==> src/rtl/boot_ldr_pkg.sv <==
package boot_ldr_pkg;

   typedef enum logic [2:0] {
      ST_INIT,
      ST_BLK_REQ,
      ST_BLK_WAIT,
      ST_BYTE_REQ,
      ST_BYTE_WAIT,
      ST_BLK_END,
      ST_DONE,
      ST_FAIL
   } ldr_state_e;

   function automatic int unsigned ceil_div(input int unsigned num, input int unsigned den);
      return (num + den - 1) / den;
   endfunction

endpackage

==> src/rtl/boot_ldr_packer.sv <==
module boot_ldr_packer #(
   parameter int WORD_W    = 18,
   parameter int BYTE_W    = 8,
   parameter int BPW       = 3,
   parameter int MEM_DEPTH = 1024,
   localparam int MEM_AW   = $clog2(MEM_DEPTH)
) (
   input  logic              clk,
   input  logic              rst_n,
   input  logic              byte_vld,
   input  logic [BYTE_W-1:0] byte_in,
   output logic              last_word,
   output logic              mem_we,
   output logic [MEM_AW-1:0] mem_addr,
   output logic [WORD_W-1:0] mem_wdata
);

   localparam int GRP_W = WORD_W / BPW;
   localparam int PH_W  = (BPW > 1) ? $clog2(BPW) : 1;

   logic [PH_W-1:0]   phase_q;
   logic [MEM_AW-1:0] word_cnt_q;
   logic [GRP_W-1:0]  hold_q [BPW-1];
   logic [WORD_W-1:0] word_nx;
   logic              phase_last;

   assign phase_last = (phase_q == PH_W'(BPW - 1));
   assign last_word  = phase_last && (word_cnt_q == MEM_AW'(MEM_DEPTH - 1));

   // most significant group arrives first
   for (genvar g = 0; g < BPW - 1; g++) begin : g_slice
      assign word_nx[WORD_W-1-g*GRP_W -: GRP_W] = hold_q[g];
   end
   assign word_nx[GRP_W-1:0] = byte_in[GRP_W-1:0];

   if (BYTE_W > GRP_W) begin : g_spare
      logic unused_spare;
      assign unused_spare = ^byte_in[BYTE_W-1:GRP_W];
   end

   always_ff @(posedge clk or negedge rst_n) begin
      if (!rst_n) begin
         phase_q    <= '0;
         word_cnt_q <= '0;
         mem_we     <= 1'b0;
         mem_addr   <= '0;
         mem_wdata  <= '0;
         for (int g = 0; g < BPW - 1; g++) hold_q[g] <= '0;
      end else begin
         mem_we <= 1'b0;
         if (byte_vld) begin
            if (phase_last) begin
               mem_we     <= 1'b1;
               mem_addr   <= word_cnt_q;
               mem_wdata  <= word_nx;
               word_cnt_q <= word_cnt_q + 1'b1;
               phase_q    <= '0;
            end else begin
               for (int g = 0; g < BPW - 1; g++)
                  if (phase_q == PH_W'(g)) hold_q[g] <= byte_in[GRP_W-1:0];
               phase_q <= phase_q + 1'b1;
            end
         end
      end
   end

   assert_we_single_R5: assert property (@(posedge clk) disable iff (!rst_n)
      mem_we |=> !mem_we);
   assert_phase_range_R4: assert property (@(posedge clk) disable iff (!rst_n)
      int'(phase_q) < BPW);

endmodule

==> src/rtl/boot_ldr_blkaddr.sv <==
module boot_ldr_blkaddr #(
   parameter int PROG_W       = 2,
   parameter int CARD_AW      = 32,
   parameter int BASE_BLOCK   = 0,
   parameter int ALIGN_BLOCKS = 8,
   parameter int BLOCKS       = 6,
   localparam int IDX_W       = (ALIGN_BLOCKS > 1) ? $clog2(ALIGN_BLOCKS) : 1
) (
   input  logic               clk,
   input  logic               rst_n,
   input  logic               load,
   input  logic [PROG_W-1:0]  prog,
   input  logic               advance,
   output logic [CARD_AW-1:0] blk_addr
);

   logic [CARD_AW-1:0] base_nx, base_q;
   logic [IDX_W-1:0]   idx_q;

   if ((ALIGN_BLOCKS & (ALIGN_BLOCKS - 1)) == 0) begin : g_shift
      assign base_nx = CARD_AW'(BASE_BLOCK) + (CARD_AW'(prog) << $clog2(ALIGN_BLOCKS));
   end else begin : g_mult
      assign base_nx = CARD_AW'(BASE_BLOCK) + CARD_AW'(prog) * CARD_AW'(ALIGN_BLOCKS);
   end

   always_ff @(posedge clk or negedge rst_n) begin
      if (!rst_n) begin
         base_q <= '0;
         idx_q  <= '0;
      end else if (load) begin
         base_q <= base_nx;
         idx_q  <= '0;
      end else if (advance) begin
         idx_q <= idx_q + 1'b1;
      end
   end

   assign blk_addr = base_q + CARD_AW'(idx_q);

   assert_idx_bound_R3: assert property (@(posedge clk) disable iff (!rst_n)
      int'(idx_q) < BLOCKS);
   assert_addr_hold_R3: assert property (@(posedge clk) disable iff (!rst_n)
      (!load && !advance) |=> $stable(blk_addr));

endmodule

==> src/rtl/boot_ldr.sv <==
module boot_ldr
   import boot_ldr_pkg::*;
#(
   parameter int PROG_W       = 2,
   parameter int WORD_W       = 18,
   parameter int BYTE_W       = 8,
   parameter int BPW          = 3,
   parameter int MEM_DEPTH    = 1024,
   parameter int BLOCK_BYTES  = 512,
   parameter int ALIGN_BLOCKS = 8,
   parameter int BASE_BLOCK   = 0,
   parameter int CARD_AW      = 32,
   localparam int MEM_AW      = $clog2(MEM_DEPTH)
) (
   input  logic               clk,
   input  logic               rst_n,
   input  logic [PROG_W-1:0]  prog_sel,
   output logic               rd_block,
   output logic               rd_byte,
   output logic [CARD_AW-1:0] rd_addr,
   input  logic               rd_busy,
   input  logic               rd_err,
   input  logic [BYTE_W-1:0]  rd_data,
   output logic               mem_we,
   output logic [MEM_AW-1:0]  mem_addr,
   output logic [WORD_W-1:0]  mem_wdata,
   output logic               cpu_rst,
   output logic               load_err
);

   localparam int OFF_W     = $clog2(BLOCK_BYTES);
   localparam int IMG_BYTES = MEM_DEPTH * BPW;
   localparam int BLOCKS    = int'(ceil_div(IMG_BYTES, BLOCK_BYTES));

   if (WORD_W % BPW != 0) begin : g_bad_split
      $error("WORD_W must divide evenly into BPW groups");
   end
   if (BYTE_W < WORD_W / BPW) begin : g_bad_byte
      $error("a byte is narrower than one word group");
   end
   if ((BLOCK_BYTES & (BLOCK_BYTES - 1)) != 0) begin : g_bad_blk
      $error("BLOCK_BYTES must be a power of two");
   end
   if (BLOCKS > ALIGN_BLOCKS) begin : g_bad_align
      $error("image does not fit in the alignment window");
   end

   ldr_state_e       state_q, state_nx;
   logic [OFF_W-1:0] off_q;
   logic             byte_vld, last_word, load_prog, advance;

   assign load_prog = (state_q == ST_INIT) && !rd_busy && !rd_err;
   assign advance   = (state_q == ST_BLK_END);
   assign byte_vld  = (state_q == ST_BYTE_WAIT) && !rd_busy && !rd_err;

   always_comb begin
      state_nx = state_q;
      unique case (state_q)
         ST_INIT:      if (!rd_busy) state_nx = rd_err ? ST_FAIL : ST_BLK_REQ;
         ST_BLK_REQ:   state_nx = ST_BLK_WAIT;
         ST_BLK_WAIT:  if (!rd_busy) state_nx = rd_err ? ST_FAIL : ST_BYTE_REQ;
         ST_BYTE_REQ:  state_nx = ST_BYTE_WAIT;
         ST_BYTE_WAIT: begin
            if (!rd_busy) begin
               if (rd_err)                                  state_nx = ST_FAIL;
               else if (last_word)                          state_nx = ST_DONE;
               else if (off_q == OFF_W'(BLOCK_BYTES - 1))   state_nx = ST_BLK_END;
               else                                         state_nx = ST_BYTE_REQ;
            end
         end
         ST_BLK_END:   state_nx = ST_BLK_REQ;
         ST_DONE:      state_nx = ST_DONE;
         ST_FAIL:      state_nx = ST_FAIL;
         default:      state_nx = ST_FAIL;
      endcase
   end

   always_ff @(posedge clk or negedge rst_n) begin
      if (!rst_n) begin
         state_q <= ST_INIT;
         off_q   <= '0;
         cpu_rst <= 1'b1;
      end else begin
         state_q <= state_nx;
         cpu_rst <= (state_q != ST_DONE);
         if (advance)       off_q <= '0;
         else if (byte_vld) off_q <= off_q + 1'b1;
      end
   end

   assign rd_block = (state_q == ST_BLK_REQ) || (state_q == ST_BLK_WAIT) ||
                     (state_q == ST_BYTE_REQ) || (state_q == ST_BYTE_WAIT);
   assign rd_byte  = (state_q == ST_BYTE_REQ);
   assign load_err = (state_q == ST_FAIL);

   boot_ldr_blkaddr #(
      .PROG_W(PROG_W), .CARD_AW(CARD_AW), .BASE_BLOCK(BASE_BLOCK),
      .ALIGN_BLOCKS(ALIGN_BLOCKS), .BLOCKS(BLOCKS)
   ) u_blkaddr (
      .clk(clk), .rst_n(rst_n), .load(load_prog), .prog(prog_sel),
      .advance(advance), .blk_addr(rd_addr)
   );

   boot_ldr_packer #(
      .WORD_W(WORD_W), .BYTE_W(BYTE_W), .BPW(BPW), .MEM_DEPTH(MEM_DEPTH)
   ) u_packer (
      .clk(clk), .rst_n(rst_n), .byte_vld(byte_vld), .byte_in(rd_data),
      .last_word(last_word), .mem_we(mem_we), .mem_addr(mem_addr), .mem_wdata(mem_wdata)
   );

   assert_byte_when_idle_R6: assert property (@(posedge clk) disable iff (!rst_n)
      rd_byte |-> (rd_block && !rd_busy));
   assert_byte_pulse_R6: assert property (@(posedge clk) disable iff (!rst_n)
      rd_byte |=> !rd_byte);
   assert_rst_on_write_R7: assert property (@(posedge clk) disable iff (!rst_n)
      mem_we |-> cpu_rst);
   assert_release_R7: assert property (@(posedge clk) disable iff (!rst_n)
      (state_q == ST_DONE) |=> !cpu_rst);
   assert_err_sticky_R8: assert property (@(posedge clk) disable iff (!rst_n)
      load_err |=> (load_err && cpu_rst && !rd_block && !mem_we));

endmodule

==> config.mk <==
export PLATFORM = sky130hd
export DESIGN_NAME = boot_ldr
export DESIGN_NICKNAME = d
export VERILOG_FILES = /design/src/rtl/boot_ldr_pkg.sv /design/src/rtl/boot_ldr_packer.sv /design/src/rtl/boot_ldr_blkaddr.sv /design/src/rtl/boot_ldr.sv
export SDC_FILE = /design/constraint.sdc
export NUM_CORES = 1
export LEC_CHECK = 0
export BUFFER_PORTS_ARGS = -buffer_cell sky130_fd_sc_hd__clkbuf_2
export CAP_MARGIN = 20
export CORE_MARGIN = 4
export CORE_UTILIZATION = 57
export CTS_CLUSTER_DIAMETER = 50
export DETAILED_ROUTE_END_ITERATION = 10
export GPL_ROUTABILITY_DRIVEN = 0
export HOLD_SLACK_MARGIN = 0.15
export PLACE_DENSITY = 0.95
export SYNTH_ARGS = -nofsm -noshare
export SYNTH_HDL_FRONTEND = slang
export SYNTH_SLANG_ARGS = --single-unit
==> constraint.sdc <==
create_clock -name clk -period 3.4 [get_ports clk]
set_clock_uncertainty 0.05 [all_clocks]
set_input_delay 0 -clock clk [delete_from_list [all_inputs] [get_ports clk]]
set_output_delay 0 -clock clk [all_outputs]
set_load 0.01 [all_outputs]
==> flow_metrics.env <==
export IMPL_status="complete, no violations"
export IMPL_yosys_area_top_type="dfrtp_1"
export IMPL_start_util_pct=59.5
export IMPL_whs_ps=115
export IMPL_worst_ep_required_time_ps=3570
export IMPL_fill_cells=386
export IMPL_seqPwrFrac_pct=47.4
export IMPL_grt_start_max_net_pins=52
export IMPL_core_sq_um=5540
export IMPL_clkTransAtPathRegs_ps=70
export IMPL_numClockSinks=71
export IMPL_grt_first_pass_wirelength_um=11200
export IMPL_cts_setup_buffers=0
export IMPL_cts_tree="done"
export IMPL_grt_pass1_vias=2341
export IMPL_fmax_mhz=423
export IMPL_drive_gt1_share_pct=33.9
export IMPL_holdCritPathClass="in -> async"
export IMPL_hpwl_um=4490
export IMPL_syn_area_per_cell_sq_um=12.3
export IMPL_final_cell_mix="70 x dfrtp_1, 48 x clkbuf_2, 36 x mux2_2, 27 x conb_1, 19 x nand2_1"
export IMPL_setup_viol=0
export IMPL_drt_iter0_drc=183
export IMPL_synthAdderAreaFrac_pct=1.52
export IMPL_peakVddDrop_mv=0.442
export IMPL_cp_max_fo=16
export IMPL_antenna_found_initial=0
export IMPL_overflow=0
export IMPL_cap_violations=0
export IMPL_insertion_delay_ps=340
export IMPL_final_common_cell="dfrtp_1"
export IMPL_yosys_area_top_type_share_pct=53.2
export IMPL_crit_path_start_kind="register"
export IMPL_ctsLongestPathBuffers=2
export IMPL_ff_latch_area_sq_um=1780
export IMPL_multi_input_area_sq_um=1330
export IMPL_p_sw_share_pct=30.9
export IMPL_synth_area_top_cells="dfrtp_1 53%, mux2_2 12%, buf_4 6.2%, xor2_1 2.9%, mux2_4 2.7%"
export IMPL_hold_viol=0
export IMPL_critPathKind="reg -> reg"
export IMPL_numCtsBuffers=9
export IMPL_post_route_period_util_pct=69.6
export IMPL_fin_tns_setup_ps=0
export IMPL_cellLeakagePower_nw=2.04
export IMPL_synth_seq_cells=71
export IMPL_p_clk_share_pct=29.4
export IMPL_fp_dieH_um=84.0
export IMPL_htreeDepth=3
export IMPL_fin_nets=346
export IMPL_synthMuxAreaShare_pct=17.2
export IMPL_grt_use_total_pct=20.1
export IMPL_relSlewSlack_pct=48.6
export IMPL_avgRoutedWirePerCell_um=16.5
export IMPL_n_antenna_cell=0
export IMPL_vias=2220
export IMPL_internal_power_mw=1.80
export IMPL_tightest_slew_ps=766
export IMPL_synth_simple_area_share_pct=12.2
export IMPL_io_pins=79
export IMPL_rsz0062_at_grt="no"
export IMPL_syn_to_final_growth_pct=16.6
export IMPL_routed_wl_um=6700
export IMPL_num_rows=27
export IMPL_critPathCaptureType="register"
export IMPL_period_minus_slack_ps=2370
export IMPL_power_switching_mw=0.802
export IMPL_post_place_ws_ps=1080
export IMPL_synth_xor_area_share_pct=3.46
export IMPL_numPortBuffers=49
export IMPL_syn_area_sq_um=3290
export IMPL_drc_errors=0
export IMPL_yosys_warnings=0
export IMPL_viasPerCell=5.48
export IMPL_die_w_um=84.0
export IMPL_combPwrFrac_pct=23.2
export IMPL_die_area_sq_um=7060
export IMPL_layout_setup_ws_ps=1030
export IMPL_p_per_area_nw_per_um2=677
export IMPL_syn_inst=267
export IMPL_synth_top_family_by_area="multiplexers"
export IMPL_firstDrtPassIters=5
export IMPL_synth_compound_area_share_pct=2.89
export IMPL_ys_types=44
export IMPL_drv_slew=0
export IMPL_ys_seq_area_share_pct=54.0
export IMPL_root_buffer="clkbuf_8"
export IMPL_crit_arrival_ps=2530
export IMPL_ant_nets=0
[stage by stage]
step / total power [mW] / util [%] / instances / cell area [sq um]
floorplan: 1.63 / - / 293 / 3390
global placement: 1.76 / 62.8 / 377 / 3480
detailed placement: 1.82 / 62.8 / 377 / 3480
CTS: 2.61 / 68.9 / 404 / 3820
global route: 2.74 / 69.3 / 405 / 3840
finish: 2.60 / 69.3 / 405 / 3840
[power groups by stage]
stage	combinational [mW]	sequential (mW)	clock, mW
5_1_grt	0.669	1.25	0.818
2_1_floorplan	0.434	1.19	0
6_report	0.603	1.23	0.764
4_1_cts	0.605	1.22	0.778
3_5_place_dp	0.584	1.23	0
3_3_place_gp	0.549	1.21	0
[flip-flops by register name, indices dropped and copies added, names as in the netlist]
name / cells
cpu_rst: 1
off_q: 9
state_q: 3
u_blkaddr.base_q: 2
u_blkaddr.idx_q: 3
u_packer.hold_q: 12
u_packer.mem_addr: 10
u_packer.mem_wdata: 18
u_packer.mem_we: 1
u_packer.phase_q: 2
u_packer.word_cnt_q: 10
[worst max-delay path, stage by stage, from the launching register on]
cell and delay [ps]:
dfrtp_1 540, nor3_1 700, nand4b_1 520, mux2_2 430
[metal layers]
metal	routed length (um)	track usage [%]	share of wire (%)
met1	2620	23.6	39
met2	3470	33.1	52
met3	442	5.73	6.6
met4	172	10.7	2.6
met5	0	0	0
[synth_stat cells]
library cell  count
dfrtp_1          70
mux2_2           36
buf_4            27
nand2_1          19
xor2_1           11
nor2_1            8
o21ai_0           7
clkbuf_1          6
mux2_4            6
mux2i_1           6
nor3_1            6
buf_2             5
nand3_1           5
nor4_1            5
ha_1              4
nand3b_1          4
nand4_1           4
inv_1             3
nor2b_1           3
a21oi_1           2
and3_1            2
and4_1            2
buf_6             2
nand4b_1          2
or3_1             2
xnor2_1           2
a211o_1           1
a211oi_1          1
a222oi_1          1
a2bb2oi_1         1
a311oi_1          1
and4b_1           1
conb_1            1
dfstp_2           1
mux2_1            1
nand2b_1          1
nand4bb_1         1
nor3b_1           1
o22ai_1           1
or2_1             1
or3_4             1
or4_1             1
or4_4             1
or4b_1            1
[what timing repair did]
item	in CTS	in global routing
resized for setup	0	0
hold buffers	11	0
endpoints found under the hold margin	80	0
[cell families after synthesis]
kind of cell / count (synthesis)
DFF: 71
and+or+nand+nor: 71
muxes: 49
buffers and inverters: 43
AOI/OAI and AO/OA: 15
xor gates and xnor gates: 13
adders and majority gates: 4
other: 1
[final timing paths]
path	start	slack [ps]	end	depth (start not counted)
setup / recovery	state_q[0]$_DFFE_PN0P_	1030	u_packer.hold_q[3]$_DFFE_PN0P_	3
hold / removal	rst_n	110	u_blkaddr.base_q[4]$_DFFE_PN0P_	2
setup reg to reg	state_q[0]$_DFFE_PN0P_	1030	u_packer.hold_q[3]$_DFFE_PN0P_	3
hold reg to reg	off_q[5]$_DFFE_PN0P_	420	off_q[5]$_DFFE_PN0P_	1
max in group asynchronous	rst_n	2330	off_q[2]$_DFFE_PN0P_	4
min in group clk	prog_sel[0]	390	u_blkaddr.base_q[3]$_DFFE_PN0P_	3
[area by class of cell]
type                            instances  share of cell area [%]
Multi-Input combinational cell        179                    34.6
Clock buffer                           12                    4.04
Sequential cell                        71                    46.3
Clock inverter                          4                    2.02
Tap cell                               72                    2.35
Inverter                                3                   0.293
Timing Repair Buffer                   64                    10.4
(Power assumes the default switching activity.)
